$ cat src/rtl/dht_pkg.sv
package dht_pkg;
   localparam int REG_CFG     = 0;
   localparam int REG_MODE_A  = 1;
   localparam int REG_MODE_B  = 2;
   localparam int REG_CTRL    = 3;
   localparam int REG_LOAD    = 4;
   localparam int REG_LOAD_B  = 5;
   localparam int REG_COUNT   = 6;
   localparam int REG_COUNT_B = 7;
   localparam int REG_MASK    = 8;
   localparam int REG_RAW     = 9;
   localparam int REG_MASKED  = 10;
   localparam int REG_CLEAR   = 11;
   localparam int REG_PRE_A   = 12;
   localparam int REG_PRE_B   = 13;

   localparam logic [1:0] MODE_PERIODIC = 2'b10;

   typedef struct packed {
      logic trig_en;
      logic run_en;
   } ctrl_t;
endpackage

$ cat src/rtl/dht_half.sv
module dht_half #(
   parameter int HALF_W = 16
) (
   input  logic              clk,
   input  logic              rst_n,
   input  logic              dec_i,
   input  logic              reload_i,
   input  logic              ld_we_i,
   input  logic [HALF_W-1:0] ld_wd_i,
   input  logic              follow_i,
   output logic [HALF_W-1:0] cnt_o,
   output logic [HALF_W-1:0] ld_o,
   output logic              zero_o
);
   localparam logic [HALF_W-1:0] RST_VAL = '1;

   logic [HALF_W-1:0] cnt_q;
   logic [HALF_W-1:0] ld_q;

   always_ff @(posedge clk or negedge rst_n) begin
      if (!rst_n) begin
         ld_q <= RST_VAL;
      end else if (ld_we_i) begin
         ld_q <= ld_wd_i;
      end
   end

   // reload takes the value held before this edge; a same-edge write waits
   always_ff @(posedge clk or negedge rst_n) begin
      if (!rst_n) begin
         cnt_q <= RST_VAL;
      end else if (reload_i) begin
         cnt_q <= ld_q;
      end else if (dec_i) begin
         cnt_q <= cnt_q - 1'b1;
      end else if (ld_we_i && follow_i) begin
         cnt_q <= ld_wd_i;
      end
   end

   assign cnt_o  = cnt_q;
   assign ld_o   = ld_q;
   assign zero_o = (cnt_q == '0);
endmodule

$ cat src/rtl/dht_regs.sv
module dht_regs
   import dht_pkg::*;
#(
   parameter int HALF_W = 16,
   parameter int ADDR_W = 4,
   parameter int PRE_W  = 8,
   parameter int CFG_W  = 3,
   localparam int DW    = 2 * HALF_W
) (
   input  logic                   clk,
   input  logic                   rst_n,
   input  logic                   bus_sel,
   input  logic                   bus_wr,
   input  logic [ADDR_W-1:0]      bus_addr,
   input  logic [DW-1:0]          bus_wdata,
   output logic [DW-1:0]          bus_rdata,
   input  logic [DW-1:0]          cnt_word_i,
   input  logic [DW-1:0]          ld_word_i,
   input  logic                   raw_i,
   input  logic                   masked_i,
   input  logic                   hw_stop_i,
   output logic [CFG_W-1:0]       cfg_o,
   output logic                   oneshot_o,
   output ctrl_t                  ctrl_o,
   output logic                   ctrl_wr_o,
   output logic                   mask_o,
   output logic [1:0]             ld_we_o,
   output logic [1:0][HALF_W-1:0] ld_wd_o,
   output logic                   clr_o
);
   logic              wr_hit;
   logic [CFG_W-1:0]  cfg_q;
   logic [1:0]        mode_a_q;
   logic [1:0]        mode_b_q;
   ctrl_t             ctrl_q;
   logic              mask_q;
   logic [PRE_W-1:0]  pre_a_q;
   logic [PRE_W-1:0]  pre_b_q;

   function automatic logic at(input logic [ADDR_W-1:0] a, input int r);
      return a == ADDR_W'(r);
   endfunction

   assign wr_hit    = bus_sel && bus_wr;
   assign ctrl_wr_o = wr_hit && at(bus_addr, REG_CTRL);

   always_ff @(posedge clk or negedge rst_n) begin
      if (!rst_n) begin
         cfg_q    <= '0;
         mode_a_q <= '0;
         mode_b_q <= '0;
         mask_q   <= 1'b0;
         pre_a_q  <= '0;
         pre_b_q  <= '0;
      end else if (wr_hit) begin
         if (at(bus_addr, REG_CFG))    cfg_q    <= bus_wdata[CFG_W-1:0];
         if (at(bus_addr, REG_MODE_A)) mode_a_q <= bus_wdata[1:0];
         if (at(bus_addr, REG_MODE_B)) mode_b_q <= bus_wdata[1:0];
         if (at(bus_addr, REG_MASK))   mask_q   <= bus_wdata[0];
         if (at(bus_addr, REG_PRE_A))  pre_a_q  <= bus_wdata[PRE_W-1:0];
         if (at(bus_addr, REG_PRE_B))  pre_b_q  <= bus_wdata[PRE_W-1:0];
      end
   end

   // a software write to control takes precedence over the one-shot stop
   always_ff @(posedge clk or negedge rst_n) begin
      if (!rst_n) begin
         ctrl_q <= '0;
      end else if (ctrl_wr_o) begin
         ctrl_q <= ctrl_t'(bus_wdata[1:0]);
      end else if (hw_stop_i) begin
         ctrl_q.run_en <= 1'b0;
      end
   end

   assign ld_we_o[0] = wr_hit && at(bus_addr, REG_LOAD);
   assign ld_we_o[1] = wr_hit && (at(bus_addr, REG_LOAD) || at(bus_addr, REG_LOAD_B));
   assign ld_wd_o[0] = bus_wdata[HALF_W-1:0];
   assign ld_wd_o[1] = at(bus_addr, REG_LOAD) ? bus_wdata[DW-1:HALF_W]
                                              : bus_wdata[HALF_W-1:0];
   assign clr_o      = wr_hit && at(bus_addr, REG_CLEAR) && bus_wdata[0];

   assign cfg_o     = cfg_q;
   assign oneshot_o = (mode_a_q != MODE_PERIODIC);
   assign ctrl_o    = ctrl_q;
   assign mask_o    = mask_q;

   always_comb begin
      bus_rdata = '0;
      case (bus_addr)
         ADDR_W'(REG_CFG):     bus_rdata[CFG_W-1:0]  = cfg_q;
         ADDR_W'(REG_MODE_A):  bus_rdata[1:0]        = mode_a_q;
         ADDR_W'(REG_MODE_B):  bus_rdata[1:0]        = mode_b_q;
         ADDR_W'(REG_CTRL):    bus_rdata[1:0]        = ctrl_q;
         ADDR_W'(REG_LOAD):    bus_rdata             = ld_word_i;
         ADDR_W'(REG_LOAD_B):  bus_rdata[HALF_W-1:0] = ld_word_i[DW-1:HALF_W];
         ADDR_W'(REG_COUNT):   bus_rdata             = cnt_word_i;
         ADDR_W'(REG_COUNT_B): bus_rdata[HALF_W-1:0] = cnt_word_i[DW-1:HALF_W];
         ADDR_W'(REG_MASK):    bus_rdata[0]          = mask_q;
         ADDR_W'(REG_RAW):     bus_rdata[0]          = raw_i;
         ADDR_W'(REG_MASKED):  bus_rdata[0]          = masked_i;
         ADDR_W'(REG_PRE_A):   bus_rdata[PRE_W-1:0]  = pre_a_q;
         ADDR_W'(REG_PRE_B):   bus_rdata[PRE_W-1:0]  = pre_b_q;
         default:              bus_rdata             = '0;
      endcase
   end
endmodule

$ cat src/rtl/dht_event.sv
module dht_event #(
   parameter bit IRQ_REG = 1'b0
) (
   input  logic clk,
   input  logic rst_n,
   input  logic tmo_i,
   input  logic trig_en_i,
   input  logic clr_i,
   input  logic mask_i,
   output logic raw_o,
   output logic masked_o,
   output logic irq_o,
   output logic trig_o
);
   logic raw_q;
   logic trig_q;

   // a time-out in the same clock as a clear keeps the flag set
   always_ff @(posedge clk or negedge rst_n) begin
      if (!rst_n) begin
         raw_q  <= 1'b0;
         trig_q <= 1'b0;
      end else begin
         raw_q  <= tmo_i || (raw_q && !clr_i);
         trig_q <= tmo_i && trig_en_i;
      end
   end

   assign raw_o    = raw_q;
   assign masked_o = raw_q && mask_i;
   assign trig_o   = trig_q;

   generate
      if (IRQ_REG) begin : g_irq_ff
         logic irq_q;
         always_ff @(posedge clk or negedge rst_n) begin
            if (!rst_n) irq_q <= 1'b0;
            else        irq_q <= masked_o;
         end
         assign irq_o = irq_q;
      end else begin : g_irq_comb
         assign irq_o = masked_o;
      end
   endgenerate
endmodule

$ cat src/rtl/dht_timer.sv
module dht_timer
   import dht_pkg::*;
#(
   parameter int HALF_W  = 16,
   parameter int ADDR_W  = 4,
   parameter int PRE_W   = 8,
   parameter int CFG_W   = 3,
   parameter bit IRQ_REG = 1'b0,
   localparam int DW     = 2 * HALF_W
) (
   input  logic              clk,
   input  logic              rst_n,
   input  logic              bus_sel,
   input  logic              bus_wr,
   input  logic [ADDR_W-1:0] bus_addr,
   input  logic [DW-1:0]     bus_wdata,
   output logic [DW-1:0]     bus_rdata,
   output logic              irq_o,
   output logic              trig_o
);
   generate
      if (HALF_W < 2)        begin : g_bad_half $error("HALF_W must be at least 2"); end
      if (ADDR_W < 4)        begin : g_bad_addr $error("ADDR_W must cover 14 registers"); end
      if (PRE_W > DW)        begin : g_bad_pre  $error("PRE_W must fit the data word"); end
      if (CFG_W < 1 || CFG_W > DW) begin : g_bad_cfg $error("CFG_W out of range"); end
   endgenerate

   logic [CFG_W-1:0]       cfg;
   logic                   oneshot;
   ctrl_t                  ctrl;
   logic                   ctrl_wr;
   logic                   mask;
   logic [1:0]             ld_we;
   logic [1:0][HALF_W-1:0] ld_wd;
   logic                   clr;
   logic                   raw;
   logic                   masked;
   logic [1:0][HALF_W-1:0] cnt_h;
   logic [1:0][HALF_W-1:0] ld_h;
   logic [1:0]             zero_h;
   logic [1:0]             dec_h;
   logic                   run;
   logic                   all_zero;
   logic                   tmo;
   logic                   hw_stop;
   logic                   ld_we_any;
   logic [DW-1:0]          cnt_w;
   logic [DW-1:0]          ld_w;

   assign run       = ctrl.run_en && (cfg == '0);
   assign all_zero  = &zero_h;
   assign tmo       = run && all_zero;
   assign hw_stop   = tmo && oneshot;
   assign ld_we_any = |ld_we;
   assign cnt_w     = cnt_h;
   assign ld_w      = ld_h;

   // the B half moves only when the A half borrows
   assign dec_h[0] = run && !all_zero;
   assign dec_h[1] = dec_h[0] && zero_h[0];

   dht_regs #(
      .HALF_W (HALF_W),
      .ADDR_W (ADDR_W),
      .PRE_W  (PRE_W),
      .CFG_W  (CFG_W)
   ) u_regs (
      .clk        (clk),
      .rst_n      (rst_n),
      .bus_sel    (bus_sel),
      .bus_wr     (bus_wr),
      .bus_addr   (bus_addr),
      .bus_wdata  (bus_wdata),
      .bus_rdata  (bus_rdata),
      .cnt_word_i (cnt_w),
      .ld_word_i  (ld_w),
      .raw_i      (raw),
      .masked_i   (masked),
      .hw_stop_i  (hw_stop),
      .cfg_o      (cfg),
      .oneshot_o  (oneshot),
      .ctrl_o     (ctrl),
      .ctrl_wr_o  (ctrl_wr),
      .mask_o     (mask),
      .ld_we_o    (ld_we),
      .ld_wd_o    (ld_wd),
      .clr_o      (clr)
   );

   generate
      for (genvar h = 0; h < 2; h++) begin : g_half
         dht_half #(.HALF_W(HALF_W)) u_half (
            .clk      (clk),
            .rst_n    (rst_n),
            .dec_i    (dec_h[h]),
            .reload_i (tmo),
            .ld_we_i  (ld_we[h]),
            .ld_wd_i  (ld_wd[h]),
            .follow_i (!run),
            .cnt_o    (cnt_h[h]),
            .ld_o     (ld_h[h]),
            .zero_o   (zero_h[h])
         );
      end
   endgenerate

   dht_event #(.IRQ_REG(IRQ_REG)) u_event (
      .clk       (clk),
      .rst_n     (rst_n),
      .tmo_i     (tmo),
      .trig_en_i (ctrl.trig_en),
      .clr_i     (clr),
      .mask_i    (mask),
      .raw_o     (raw),
      .masked_o  (masked),
      .irq_o     (irq_o),
      .trig_o    (trig_o)
   );
endmodule

$ cat config.mk
export PLATFORM = sky130hd
export DESIGN_NAME = dht_timer
export DESIGN_NICKNAME = d
export VERILOG_FILES = /design/src/rtl/dht_pkg.sv /design/src/rtl/dht_half.sv /design/src/rtl/dht_regs.sv /design/src/rtl/dht_event.sv /design/src/rtl/dht_timer.sv
export SDC_FILE = /design/constraint.sdc
export NUM_CORES = 1
export LEC_CHECK = 0
export BUFFER_PORTS_ARGS = -buffer_cell sky130_fd_sc_hd__clkbuf_2
export CAP_MARGIN = 10
export CORE_ASPECT_RATIO = 1.5
export CORE_UTILIZATION = 40
export CTS_BUF_LIST = sky130_fd_sc_hd__clkbuf_4
export DETAILED_ROUTE_END_ITERATION = 7
export PLACE_DENSITY_LB_ADDON = 0.05
export SYNTH_ARGS = -nofsm -noshare
export SYNTH_HDL_FRONTEND = slang
export SYNTH_HIERARCHICAL = 1
export SYNTH_SLANG_ARGS = --single-unit
$ cat constraint.sdc
create_clock -name clk -period 6.9 [get_ports clk]
set_input_delay 2.07 -clock clk [delete_from_list [all_inputs] [get_ports clk]]
set_output_delay 2.07 -clock clk [all_outputs]
set_load 0.01 [all_outputs]
==> impl_results.md <==
- Synthesized area: 0.00607 mm²
- Post-route DRC: 0
- Port bufs: 73
- Boundary Pins: 74
- Initial Util: 41.4%
- Layout Utilization: 44.8%
- Cts repair resizes: 0
- Clk_skew: 0.0267 ns
- Clock root buffer: clkbuf_4
- Final period utilization: 89.0%
- First-pass GRT wire length: 29,300 µm
- Antenna-violating nets left: 0
- Max-cap viol count: 0
- RSZ-0062 raised after global routing: false
- Crit-path max cell delay: 1.10 ns
- Worst-margin pin slew: 1.25 ns
- Critical-path top delay cell: and4bb_1
- Worst-path cell chain: clkbuf_2 > and4bb_1 > a22o_1 > a221o_1 > clkbuf_2
- Worst hold path type: flip-flop to flip-flop
- Switching part of the total: 35.3%
- # rows: 54
- Initial DRC Count: 243
- Hold Crit Start: g_half[0].u_half/ld_o[4]
- PwrDens: approximately 260 mW/mm²
- Clock Sink Count: between 90 and 100
- Initial antenna violation count: 1
- Top flip-flop cell by instance count after synthesis: dfstp_2
- Data required time of the worst path: 4.83 ns
- GPL Wtd Cong: 0.858
- Maximum clock rate: 163 MHz
- Aggregate global-route resource usage: 25.0%
- Syn_area_per_cell: 10.1 µm²
- Max Slew Vio Count: 0
- EDFF count, synth: 0
- Vias in the first global route: 4,969
- Unique masters post-synth: 63
- CP startpoint kind: input pin
- Minimum clock period: a little over 6 ns
- TNS Setup: 0 ns
- Crit-path leading delay family: simple AND/OR/NAND/NOR gates
- WHS Endpoint: g_half[0].u_half/cnt_o[4]
- Ys async rst share: 100%
- Critical path peak fanout: 32
- CP bufs+invs: 2
- Overall Power: approximately 0.0017 W
- Postcts setup bufs: 0
- TritonCTS clock tree: yes
- Layout cell share with drive strength beyond 1: 40.1%
- Crit-path most repeated cell: clkbuf_2
- Gr ovfl total: 0
- Reg2Reg Depth: 10
- Placement Cell Area: 0.00640 mm²
- Hpwl dp: between 10,000 and 15,000 µm
- R2r endpoint: g_half[0].u_half/cnt_o[14]
- Pleak: between 2 and 3 nW
- Sequential-to-total area share from yosys stat: about 40%
- Total Die Area: 0.0157 mm²
- Vias: 4,985
- Worst rel slew slack: 16.7%
- Routed WL per cell: 22.9 µm
- Setup crit end kind: output pin
- H-tree Lvls: 3
- Cell count after synthesis: 599
- Int Power: between 0.001 and 0.0015 W
- Clock Tree Buf Depth: 2
- FF-to-FF Start: g_half[1].u_half/cnt_o[0]
- Chip width: ~100 µm
- Worst-path clk slew: ~0.14 ns
- Routed wire length: between 15,000 and 20,000 µm
- Final Hold Vio Count: 0
- CP arrival: 4.07 ns
- Post-Layout Inst Area: 0.00657 mm²
- Peak supply drop: 96.7 µV
- Power share of the sequential group: about 57%
- Area Overhead vs Synth: 8.29%
- Largest net degree at the start of global routing: between 60 and 70
- Combinational Power Share: 23.4%
- Final non-filler cell total: 828
- Register-to-Register Setup Slack: 2.78 ns
- Die Ht: about 150 µm
- Final Setup Violations: 0
- Status: finished clean
- Hold Crit Depth: 2
- Fill count: 1,451
- CORE AREA: 0.0147 mm²
- Syn nets: approximately 640
- Hold_buf cts: 0
- Total CTS buffers: 9
- Crit Path Class: input pin to output pin
- Synthesized flop and latch total: 92
- DP Cell Count: 811
- 1st-pass router iterations: 5
- Clock network power share: 20.0%
- Yosys warns: 6
- Clock latency on the worst-skew pair: 0.45 ns
- Crit. path cell count: 5
- NumNets Final: 668
- DR vias/cell: 6.02
- Net switching power: 0.000615 W
metal layers:
metal / vias to the layer above / track usage [%] / wire length, µm
li1: 2315 / - / -
met1: 2454 / 30.6 / 7620
met2: 194 / 44.3 / 10000
met3: 22 / 2.83 / 996
met4: 0 / 8.23 / 360
met5: - / 0 / 0
metrics by stage:
step	setup WS, ns	hold slack (ns)
finish	0.758	0.494
global route	0.629	0.522
CTS	0.788	0.493
detailed placement	0.784	0.477
global placement	0.854	0.469
floorplan	1.59	0.458
registers in the layout (all words and copies together), names as in the netlist:
| name | count |
|---|---|
| u_event/raw_o | 1 |
| u_regs/ctrl_o | 2 |
| u_regs/pre_b_q | 8 |
| u_regs/mode_b_q | 2 |
| u_regs/pre_a_q | 8 |
| g_half.u_half/ld_o | 32 |
| u_regs/mode_a_q | 2 |
| u_event/trig_o | 1 |
| u_regs/cfg_o | 3 |
| g_half.u_half/cnt_o | 32 |
| u_regs/mask_o | 1 |
logic make-up after synthesis:
kind of cell	Yosys count	synth area share, %
mux	78	14.9
buf+inv	76	6.86
xor+xnor	12	1.73
simple gates	182	17.8
fa+ha+maj	2	0.412
flops	92	39.2
compound gates	157	19.0
area by class of cell:
class | count | area, µm² | area share, %
multi-input cells | 431 | 3300 | 50.2
flip-flops and latches | 92 | 2380 | 36.2
repair buffers | 83 | 443 | 6.74
well taps | 196 | 245 | 3.73
clock buffers | 12 | 90.1 | 1.37
clock inverters | 4 | 76.3 | 1.16
inverters | 9 | 33.8 | 0.514
diodes | 1 | 2.50 | 0.0381
synthesized netlist by cell type, drive strengths merged (7+ instances only):
cell    count  area (µm²)
inv         9        33.8
a22oi      24         185
mux2       74         863
nor3       18         101
dfstp      64        1680
nor4       13         119
dfrtp      28         701
o21ai      21         105
a221o      10         100
a21oi      28         140
or4         7        60.1
and3        8        60.1
nand2      48         180
nor2b      10        70.1
nand3      16        80.1
o31ai      12        90.1
nor3b      15         118
clkbuf     28         106
a22o       24         210
nor2       19        73.8
xnor2       8        70.1
buf        39         277
nand2b      7        51.3
o221ai     12         105
power groups by stage:
stage	sequential [W]	combinational (W)	clock, W
after detailed placement	0.000996	0.000406	0
after global routing	0.00101	0.000450	0.000386
final	0.000985	0.000407	0.000349
after global placement	0.000999	0.000395	0
after CTS	0.000984	0.000408	0.000366
after floorplan	0.000884	0.000319	0
worst max-delay path by stage:
stage / from / to
after floorplan: bus_addr[1] / bus_rdata[0]
after global placement: bus_addr[1] / bus_rdata[4]
after detailed placement: bus_addr[1] / bus_rdata[11]
after CTS: bus_addr[1] / bus_rdata[11]
after global routing: bus_addr[1] / bus_rdata[0]
final: bus_addr[1] / bus_rdata[11]
cells in the final DEF (no fill, tap or decap), types with 14 or more instances in the layout:
| master | n |
|---|---|
| nor3_1 | 16 |
| a22o_1 | 24 |
| a21oi_1 | 27 |
| nor2_1 | 17 |
| dfrtp_1 | 28 |
| nand2_1 | 48 |
| mux2_2 | 57 |
| a22oi_1 | 23 |
| dfstp_2 | 64 |
| nand3_1 | 16 |
| nor3b_1 | 14 |
| clkbuf_2 | 72 |
worst min-delay path: stages, from the launching register on:
cell	delay [ns]
dfstp_2	0.40
nand2_1	0.05
o21ai_1	0.05
Note: power is estimated with default switching activity, not from simulation.
